**config.mk**
```make
export PLATFORM = sky130hd
export DESIGN_NAME = pwm_dac_regs
export DESIGN_NICKNAME = d
export VERILOG_FILES = /design/src/rtl/pwm_dac_pkg.sv /design/src/rtl/pwm_dac_timebase.sv /design/src/rtl/pwm_dac_bridge.sv /design/src/rtl/pwm_dac_channel.sv /design/src/rtl/pwm_dac_regs.sv
export SDC_FILE = /design/constraint.sdc
export NUM_CORES = 1
export LEC_CHECK = 0
export BUFFER_PORTS_ARGS = -buffer_cell sky130_fd_sc_hd__buf_2
export CAP_MARGIN = 20
export CORE_UTILIZATION = 45
export CTS_BUF_LIST = sky130_fd_sc_hd__clkbuf_4
export DETAILED_ROUTE_END_ITERATION = 12
export GPL_ROUTABILITY_DRIVEN = 0
export SKIP_CTS_REPAIR_TIMING = 1
export SYNTH_ARGS = -nofsm -noshare
export SYNTH_HDL_FRONTEND = slang
export SYNTH_SLANG_ARGS = --single-unit
```
**constraint.sdc**
```tcl
create_clock -name clk -period 3.34 [get_ports clk]
set_clock_uncertainty 0.1 [all_clocks]
set_input_delay 1.002 -clock clk [delete_from_list [all_inputs] [get_ports clk]]
set_output_delay 1.002 -clock clk [all_outputs]
set_load 0.02 [all_outputs]
```
**src/rtl/pwm_dac_pkg.sv**
```systemverilog
package pwm_dac_pkg;
  localparam int BYTE_W = 8;
  localparam int WORD_W = 2 * BYTE_W;
  localparam int CNT_W  = WORD_W - 2;
  localparam int N_CH   = 2;

  // slot index = {address bit 1, bank select}
  typedef enum logic [1:0] {
    SLOT_DATA_A = 2'd0,
    SLOT_CTRL   = 2'd1,
    SLOT_DATA_B = 2'd2,
    SLOT_COUNT  = 2'd3
  } slot_e;

  localparam logic [BYTE_W-1:0] STAGE_RST = '1;
endpackage

```
**src/rtl/pwm_dac_timebase.sv**
```systemverilog
module pwm_dac_timebase
  import pwm_dac_pkg::*;
#(
  parameter int W = CNT_W
) (
  input  logic         clk,
  input  logic         rst_n,
  input  logic         stop,
  input  logic         en,
  input  logic         tick,
  input  logic         load,
  input  logic [W-1:0] load_val,
  output logic [W-1:0] cnt
);
  always_ff @(posedge clk or negedge rst_n) begin
    if (!rst_n)      cnt <= '0;
    else if (stop)   cnt <= '0;
    else if (!en)    cnt <= '0;
    else if (load)   cnt <= load_val;
    else if (tick)   cnt <= cnt + 1'b1;
  end


  held_zero_chk: assert property (@(posedge clk) disable iff (!rst_n)
    !en |=> cnt == '0);


  count_step_chk: assert property (@(posedge clk) disable iff (!rst_n)
    (en && tick && !load && !stop) |=> cnt == W'($past(cnt) + 1'b1));
endmodule

```
**src/rtl/pwm_dac_bridge.sv**
```systemverilog
module pwm_dac_bridge
  import pwm_dac_pkg::*;
(
  input  logic              clk,
  input  logic              rst_n,
  input  logic              stop,
  input  logic [1:0]        addr,
  input  logic              wr,
  input  logic              rd,
  input  logic [BYTE_W-1:0] wdata,
  input  logic [WORD_W-1:0] view,
  output logic [BYTE_W-1:0] rdata,
  output logic              commit,
  output logic [WORD_W-1:0] commit_word
);
  logic [BYTE_W-1:0] stage_q;
  logic              hi_byte;

  assign hi_byte = !addr[0];

  always_ff @(posedge clk or negedge rst_n) begin
    if (!rst_n)             stage_q <= STAGE_RST;
    else if (stop)          stage_q <= STAGE_RST;
    else if (wr && hi_byte) stage_q <= wdata;
    else if (rd && hi_byte) stage_q <= view[BYTE_W-1:0];
  end

  always_comb begin
    rdata = '0;
    if (rd) rdata = hi_byte ? view[WORD_W-1:BYTE_W] : stage_q;
  end

  assign commit      = wr && !hi_byte;
  assign commit_word = {stage_q, wdata};


  hi_capture_chk: assert property (@(posedge clk) disable iff (!rst_n)
    (rd && hi_byte && !wr && !stop) |=> stage_q == $past(view[BYTE_W-1:0]));


  hi_stage_chk: assert property (@(posedge clk) disable iff (!rst_n)
    (wr && hi_byte && !stop) |=> commit_word[WORD_W-1:BYTE_W] == $past(wdata));
endmodule

```
**src/rtl/pwm_dac_channel.sv**
```systemverilog
module pwm_dac_channel
  import pwm_dac_pkg::*;
#(
  parameter int W        = CNT_W,
  parameter int NARROW_W = 12
) (
  input  logic         clk,
  input  logic         rst_n,
  input  logic         en,
  input  logic         wide,
  input  logic [W-1:0] cnt,
  input  logic [W-1:0] duty,
  output logic         pwm
);
  localparam int DROP = W - NARROW_W;

  logic [NARROW_W-1:0] cnt_n;
  logic [NARROW_W-1:0] duty_n;
  logic                below_w;
  logic                below_n;

  assign cnt_n   = cnt[NARROW_W-1:0];
  assign duty_n  = duty[W-1:DROP];
  assign below_w = cnt < duty;
  assign below_n = cnt_n < duty_n;
  assign pwm     = en && (wide ? below_w : below_n);


  off_low_chk: assert property (@(posedge clk) disable iff (!rst_n)
    !en |-> !pwm);
endmodule

```
**src/rtl/pwm_dac_regs.sv**
```systemverilog
module pwm_dac_regs
  import pwm_dac_pkg::*;
#(
  parameter int NARROW_W = 12
) (
  input  logic              clk,
  input  logic              rst_n,
  input  logic              stop_i,
  input  logic              tick_i,
  input  logic [1:0]        bus_addr,
  input  logic              bus_wr,
  input  logic              bus_rd,
  input  logic [BYTE_W-1:0] bus_wdata,
  output logic [BYTE_W-1:0] bus_rdata,
  output logic [N_CH-1:0]   pwm_out
);
  localparam int FILL_W = WORD_W - 3;

  logic              bank_q;
  logic              en_q;
  logic [N_CH-1:0]   wide_q;
  logic [WORD_W-1:1] data_q [N_CH];
  logic [CNT_W-1:0]  cnt;
  logic [WORD_W-1:0] view;
  logic              commit;
  logic [WORD_W-1:0] commit_word;
  slot_e             slot;
  logic              cnt_load;

  assign slot     = slot_e'({bus_addr[1], bank_q});
  assign cnt_load = commit && (slot == SLOT_COUNT);

  always_comb begin
    case (slot)
      SLOT_DATA_A: view = {data_q[0], 1'b1};
      SLOT_CTRL:   view = {en_q, wide_q[0], wide_q[1], {FILL_W{1'b1}}};
      SLOT_DATA_B: view = {data_q[1], bank_q};
      default:     view = {cnt, 1'b1, bank_q};
    endcase
  end

  always_ff @(posedge clk or negedge rst_n) begin
    if (!rst_n) begin
      bank_q <= 1'b1;
      en_q   <= 1'b0;
      wide_q <= '0;
      for (int i = 0; i < N_CH; i++) data_q[i] <= '1;
    end else if (stop_i) begin
      bank_q <= 1'b1;
      en_q   <= 1'b0;
      wide_q <= '0;
      for (int i = 0; i < N_CH; i++) data_q[i] <= '1;
    end else if (commit) begin
      if (bus_addr[1]) bank_q <= commit_word[0];
      case (slot)
        SLOT_DATA_A: data_q[0] <= commit_word[WORD_W-1:1];
        SLOT_DATA_B: data_q[1] <= commit_word[WORD_W-1:1];
        SLOT_CTRL: begin
          en_q      <= commit_word[WORD_W-1];
          wide_q[0] <= commit_word[WORD_W-2];
          wide_q[1] <= commit_word[WORD_W-3];
        end
        default: ;
      endcase
    end
  end

  pwm_dac_bridge u_bridge (
    .clk(clk), .rst_n(rst_n), .stop(stop_i), .addr(bus_addr),
    .wr(bus_wr), .rd(bus_rd), .wdata(bus_wdata), .view(view),
    .rdata(bus_rdata), .commit(commit), .commit_word(commit_word)
  );

  pwm_dac_timebase #(.W(CNT_W)) u_timebase (
    .clk(clk), .rst_n(rst_n), .stop(stop_i), .en(en_q), .tick(tick_i),
    .load(cnt_load), .load_val(commit_word[WORD_W-1:2]), .cnt(cnt)
  );

  for (genvar c = 0; c < N_CH; c++) begin : g_ch
    pwm_dac_channel #(.W(CNT_W), .NARROW_W(NARROW_W)) u_ch (
      .clk(clk), .rst_n(rst_n), .en(en_q), .wide(wide_q[c]), .cnt(cnt),
      .duty(data_q[c][WORD_W-1:2]), .pwm(pwm_out[c])
    );
  end


  stop_restore_chk: assert property (@(posedge clk) disable iff (!rst_n)
    stop_i |=> (bank_q && !en_q && data_q[0] == '1 && data_q[1] == '1));


  sel_follow_chk: assert property (@(posedge clk) disable iff (!rst_n)
    (bus_wr && bus_addr == 2'd3 && !stop_i) |=> bank_q == $past(bus_wdata[0]));
endmodule

```
; Word-level counts from Yosys, hierarchy flattened
; Cells that the tools add are included.
[word_totals]
regBits = 56
in_bits = 16
out_inout_bits = 10
wordCells = 59
[op_classes]
n_addsub = 1
n_lt_le_gt_ge = 4
n_eq_ne = 4
mux = 25
n_reduce_logical = 18
[ops]
columns = operator, n
row1 = $mux 30, 2
row2 = $mux 14, 4
row3 = $pmux 16 s3, 1
row4 = $mux 8, 5
row5 = $mux 15, 2
row6 = $lt 14x14->1, 2
row7 = $lt 12x12->1, 2
row8 = $add 14x1->14 const B, 1
row9 = $reduce_bool 2->1, 5
row10 = $mux 1, 8
row11 = $reduce_and 2->1, 4
row12 = $logic_and 1x1->1, 6
row13 = $mux 2, 3
row14 = $eq 2x2->1 const B, 2
row15 = $ne 4x3->1 const B, 1
row16 = $reduce_bool 3->1, 1
row17 = $eq 2x1->1 const B, 1
row18 = $logic_not 2->1, 1
row19 = $logic_not 1->1, 1

; Depth between registers and ports, before layout
[depth]
word_depth = 5
depth_mapped = 8
ltp_nobuf = 7

; Hierarchy
; A second synthesis with hierarchy kept.
[unflattened]
cells_unflattened = 480
area_unflattened_um2 = 4718.3
[modules_own_cells]
columns = mod, instances, cells_each, area_each_um2, seq_area_each_um2
row1 = pwm_dac_regs, 1, 170, 1965.6, 889.6
row2 = pwm_dac_timebase, 1, 103, 944.7, 350.3
row3 = pwm_dac_bridge, 1, 55, 689.4, 210.2
row4 = pwm_dac_channel at g_ch[1].u_ch, 1, 77, 560.5, 0.0
row5 = pwm_dac_channel at g_ch[0].u_ch, 1, 75, 558.0, 0.0

; Least setup slack after synthesis
; Ideal clock, no wire load.
[synth_path]
kind = in2out
startpoint = input port bus_addr[1]
endpoint = output port bus_rdata[3]
arrival_ns = 2.011
t_required_ns = 2.238
setup_slack_ns = 0.227
cell_stages = 6
n_path_buf = 1
cell_sequence = or2_1 -> clkbuf_1 -> nor2_1 -> a211oi_1 -> a21oi_1 -> nor2b_1
[synth_between]
elab_chain_cells = 4
elab_cells_between_ends = 6
classes_between = eq/ne: 2 / mux: 3 / reduce/logical: 1
[synth_lines]
columns = element, line
row1 = start: declaration, pwm_dac_regs.sv:10  ; input logic [1:0] bus_addr,
row2 = $eq 2x2->1 (tied with other cells), pwm_dac_regs.sv:34  ; case (slot)
row3 = $pmux 16 s3 (*), pwm_dac_regs.sv:34
row4 = $mux 8 (*) (2 in series), pwm_dac_bridge.sv:30  ; if (rd) rdata = hi_byte ? view[WORD_W-1:BYTE_W] : stage_q;
row5 = end: declaration, pwm_dac_regs.sv:14  ; output logic [BYTE_W-1:0] bus_rdata,
; Every way passes the cells marked *; elsewhere a longest branch is shown, timed or not.

; Worst setup path in the final report
[layout_path]
startpoint = register data_q[26] in the netlist's numbering
endpoint = output port pwm_out[0]
[layout_between]
elab_chain_cells = 3
elab_cells_between_ends = 4
classes_between = order compare: 2 / mux: 1 / reduce/logical: 1
[layout_lines]
columns = element, line
row1 = start: declaration, pwm_dac_regs.sv:22  ; logic [WORD_W-1:1] data_q [N_CH];
row2 = $lt 14x14->1 / $lt 12x12->1 (equally long branches), "pwm_dac_channel.sv:24, pwm_dac_channel.sv:25"
row3 = $mux 1 (*), pwm_dac_channel.sv:26  ; assign pwm = en && (wide ? below_w : below_n);
row4 = $logic_and 1x1->1 (*), pwm_dac_channel.sv:26
row5 = end: declaration, pwm_dac_regs.sv:15  ; output logic [N_CH-1:0] pwm_out
; Marked as above.

==> results.sh <==
export IMPL_outcome="complete, but fails checks"
export IMPL_violations="negative setup slack"
export IMPL_antenna_cells=0
export IMPL_clock_sinks=56
export IMPL_worst_path_most_repeated_cell="nand4_1"
export IMPL_worst_slack_ns=-0.0938
export IMPL_cp_slowest_cell="dfstp_2"
export IMPL_place_hpwl_um=8270
export IMPL_vias_per_cell=5.87
export IMPL_tns_ns=-0.156
export IMPL_worstHoldStart="data_q[17]"
export IMPL_drv_slew=0
export IMPL_syn_inst=458
export IMPL_max_slew_margin_pct=54.0
export IMPL_synth_most_common_cell="ha_1"
export IMPL_cp_end_kind="output port"
export IMPL_rr_worst_depth=6
export IMPL_cp_data_required_time_ns=2.24
export IMPL_wl_um=10900
export IMPL_path_clk_slew_ns=0.15
export IMPL_rr_startpoint="u_timebase.cnt[1]"
export IMPL_io_buffers=25
export IMPL_critical_path_max_fanout=3
export IMPL_min_path_type="reg -> reg"
export IMPL_ant_nets=0
export IMPL_vias=3471
export IMPL_yosysSeqAreaShare_pct=34.7
export IMPL_synthTopCellsByArea="dfstp_2, ha_1, dfrtp_1"
export IMPL_grt_pass1_vias=3306
export IMPL_grt_pass1_wl_um=17800
export IMPL_async_flop_share_pct=100
export IMPL_core_area_sq_um=8850
export IMPL_synth_edf_count=0
export IMPL_syn_area_sq_um=4180
export IMPL_die_y_um=98.4
export IMPL_avgSynthCellArea_sq_um=9.14
export IMPL_yosys_warnings=0
export IMPL_holdWs_ns=0.453
export IMPL_fin_cells=591
export IMPL_path_class="reg -> out"
export IMPL_rrSetupSlack_ns=1.43
export IMPL_syn_nets=523
export IMPL_slowest_delay_ns=0.56
export IMPL_drive_above_1_share_pct=26.9
export IMPL_post_route_min_period_ns=3.43
export IMPL_cts_root_buf="clkbuf_4"
export IMPL_yosys_area_top_type="dfstp_2"
export IMPL_num_rows=34
export IMPL_dominantRegCellSynth="dfstp_2"
export IMPL_synth_distinct_cells=44
export IMPL_path_cells="inv_1 > ha_1 > nand4_1 > or4_4 > nand4_1 > o22ai_1 > buf_4"
export IMPL_wire_per_inst_um=18.5
export IMPL_drv_cap=0
export IMPL_final_fill_count=828
export IMPL_ys_ff_latch=56
export IMPL_initial_core_util_pct=47.3
export IMPL_setup_violations_final=2
export IMPL_utilization_pct=53.7
export IMPL_htree_levels=2
export IMPL_fin_nets=547
export IMPL_cts_path_max_buffers=2
export IMPL_ir_drop_mv=0.149
export IMPL_holdPathEnd="data_q[17]"
export IMPL_grt_setup_unrepaired="true"
export IMPL_cellPowerDensity_nw_per_um2=270
export IMPL_antenna_found_initial=0
export IMPL_crit_path_start="data_q[26]"
export IMPL_cts_made_buffers=5
export IMPL_grtUsageTotal_pct=23.5
export IMPL_cts_tree="yes"
export IMPL_hold_depth=2
export IMPL_drt_iter0_markers=206
export IMPL_clk_latency_ns=0.38
export IMPL_tightestPinTransition_ns=0.688
export IMPL_syn_to_final_growth_pct=13.6
export IMPL_period_share_pct=103
export IMPL_finalHoldViolCount=0
export IMPL_start_kind="register"
export IMPL_leakage_nw=2.18
export IMPL_yosys_top_cells_count="ha_1, nand2_1, nor2_1, dfstp_2, a21oi_1"
export IMPL_drc=0
export IMPL_timing_rr_end="u_timebase.cnt[8]"
export IMPL_grt_max_degree=34
export IMPL_synth_top_area_share_pct=24.5
export IMPL_dr_pass1_iters=6
export IMPL_die_x_um=98.4
export IMPL_ios=26
export IMPL_clock_fmax_mhz=291
export IMPL_dieArea_sq_um=9690
export IMPL_placed_cells=578
export IMPL_cp_arrival_ns=2.33
export IMPL_gr_total_overflow=0
-- registers in the layout, summed over array words and instances, names as in the netlist --
signal / count
u_timebase.cnt: 14
bank_q: 1
data_q: 30
wide_q: 2
u_bridge.stage_q: 8
en_q: 1
-- area by class of cell --
class | count | area, sq um | area share (%)
Multi-Input combinational cell | 348 | 2690 | 56.6
Sequential cell | 56 | 1460 | 30.7
Timing Repair Buffer | 42 | 274 | 5.76
Tap cell | 108 | 135 | 2.84
Inverter | 29 | 111 | 2.34
Clock buffer | 7 | 52.6 | 1.11
Clock inverter | 1 | 30.0 | 0.632
-- per-layer routing --
metal | track usage (%) | vias up | routed length [um]
li1 | - | 1714 | -
met1 | 34.8 | 1682 | 5270
met2 | 37.4 | 69 | 5120
met3 | 2.62 | 6 | 471
met4 | 4.71 | 0 | 84
met5 | 0 | - | 0
-- worst max-delay path: cells and delay by family, from the launching register on --
family	cells	cell delay, ns
buffers and inverters	2	0.24
AO/OA/AOI/OAI	1	0.10
adder cells (fa/ha/maj)	1	0.29
AND/OR/NAND/NOR	3	0.76
flip-flops	1	0.56
-- report_power, final --
group	switching, mW	internal, mW
clock network	0.211	0.175
registers	0.0270	0.701
logic	0.105	0.0618
-- worst max-delay path by stage --
stage                         endpoint  slack [ns]  cells past startpoint
final                       pwm_out[0]       -0.09                      7
after global routing        pwm_out[0]       -0.20                      7
after CTS                   pwm_out[0]       -0.26                      7
after detailed placement  bus_rdata[6]        0.20                      5
after global placement      pwm_out[0]        0.21                      7
after floorplan           bus_rdata[3]        0.23                      6
-- layout by cell type (no fill, tap or decap), types with 4 or more instances in the layout --
cell type  instances
dfstp_2           38
ha_4              12
nor2_1            41
nand4_1           15
a21oi_1           30
buf_4             17
buf_2             23
nand2b_1           5
o21ai_0            7
or3_1              4
nand3_1            6
nor2b_1           12
dfrtp_1           13
xor2_1             7
a211oi_1          27
o211ai_1          28
inv_2              5
nor3_1             8
nand2_1           48
mux2i_1           23
inv_1             22
clkbuf_4           7
ha_1              37
dfrtp_2            4
-- per-stage QoR --
stage,power [mW],setup slack [ns],instance area (sq um)
after floorplan,0.829,0.227,4180
after global routing,1.34,-0.197,4750
after CTS,1.29,-0.260,4500
after global placement,0.898,0.206,4420
final,1.28,-0.0938,4750
after detailed placement,0.899,0.201,4420
-- cell families (layout without fill, tap and decap cells) --
family	count (synthesis)	count (layout)	share of synthesized area [%]
AO/OA/AOI/OAI	111	111	17.7
XOR/XNOR	10	10	2.09
adder cells (fa/ha/maj)	49	49	14.7
buffers and inverters	54	79	5.74
flip-flops	56	56	34.7
multiplexers	26	26	7.12
AND/OR/NAND/NOR	152	152	18.0
Note: power is estimated with default switching activity, not from simulation.
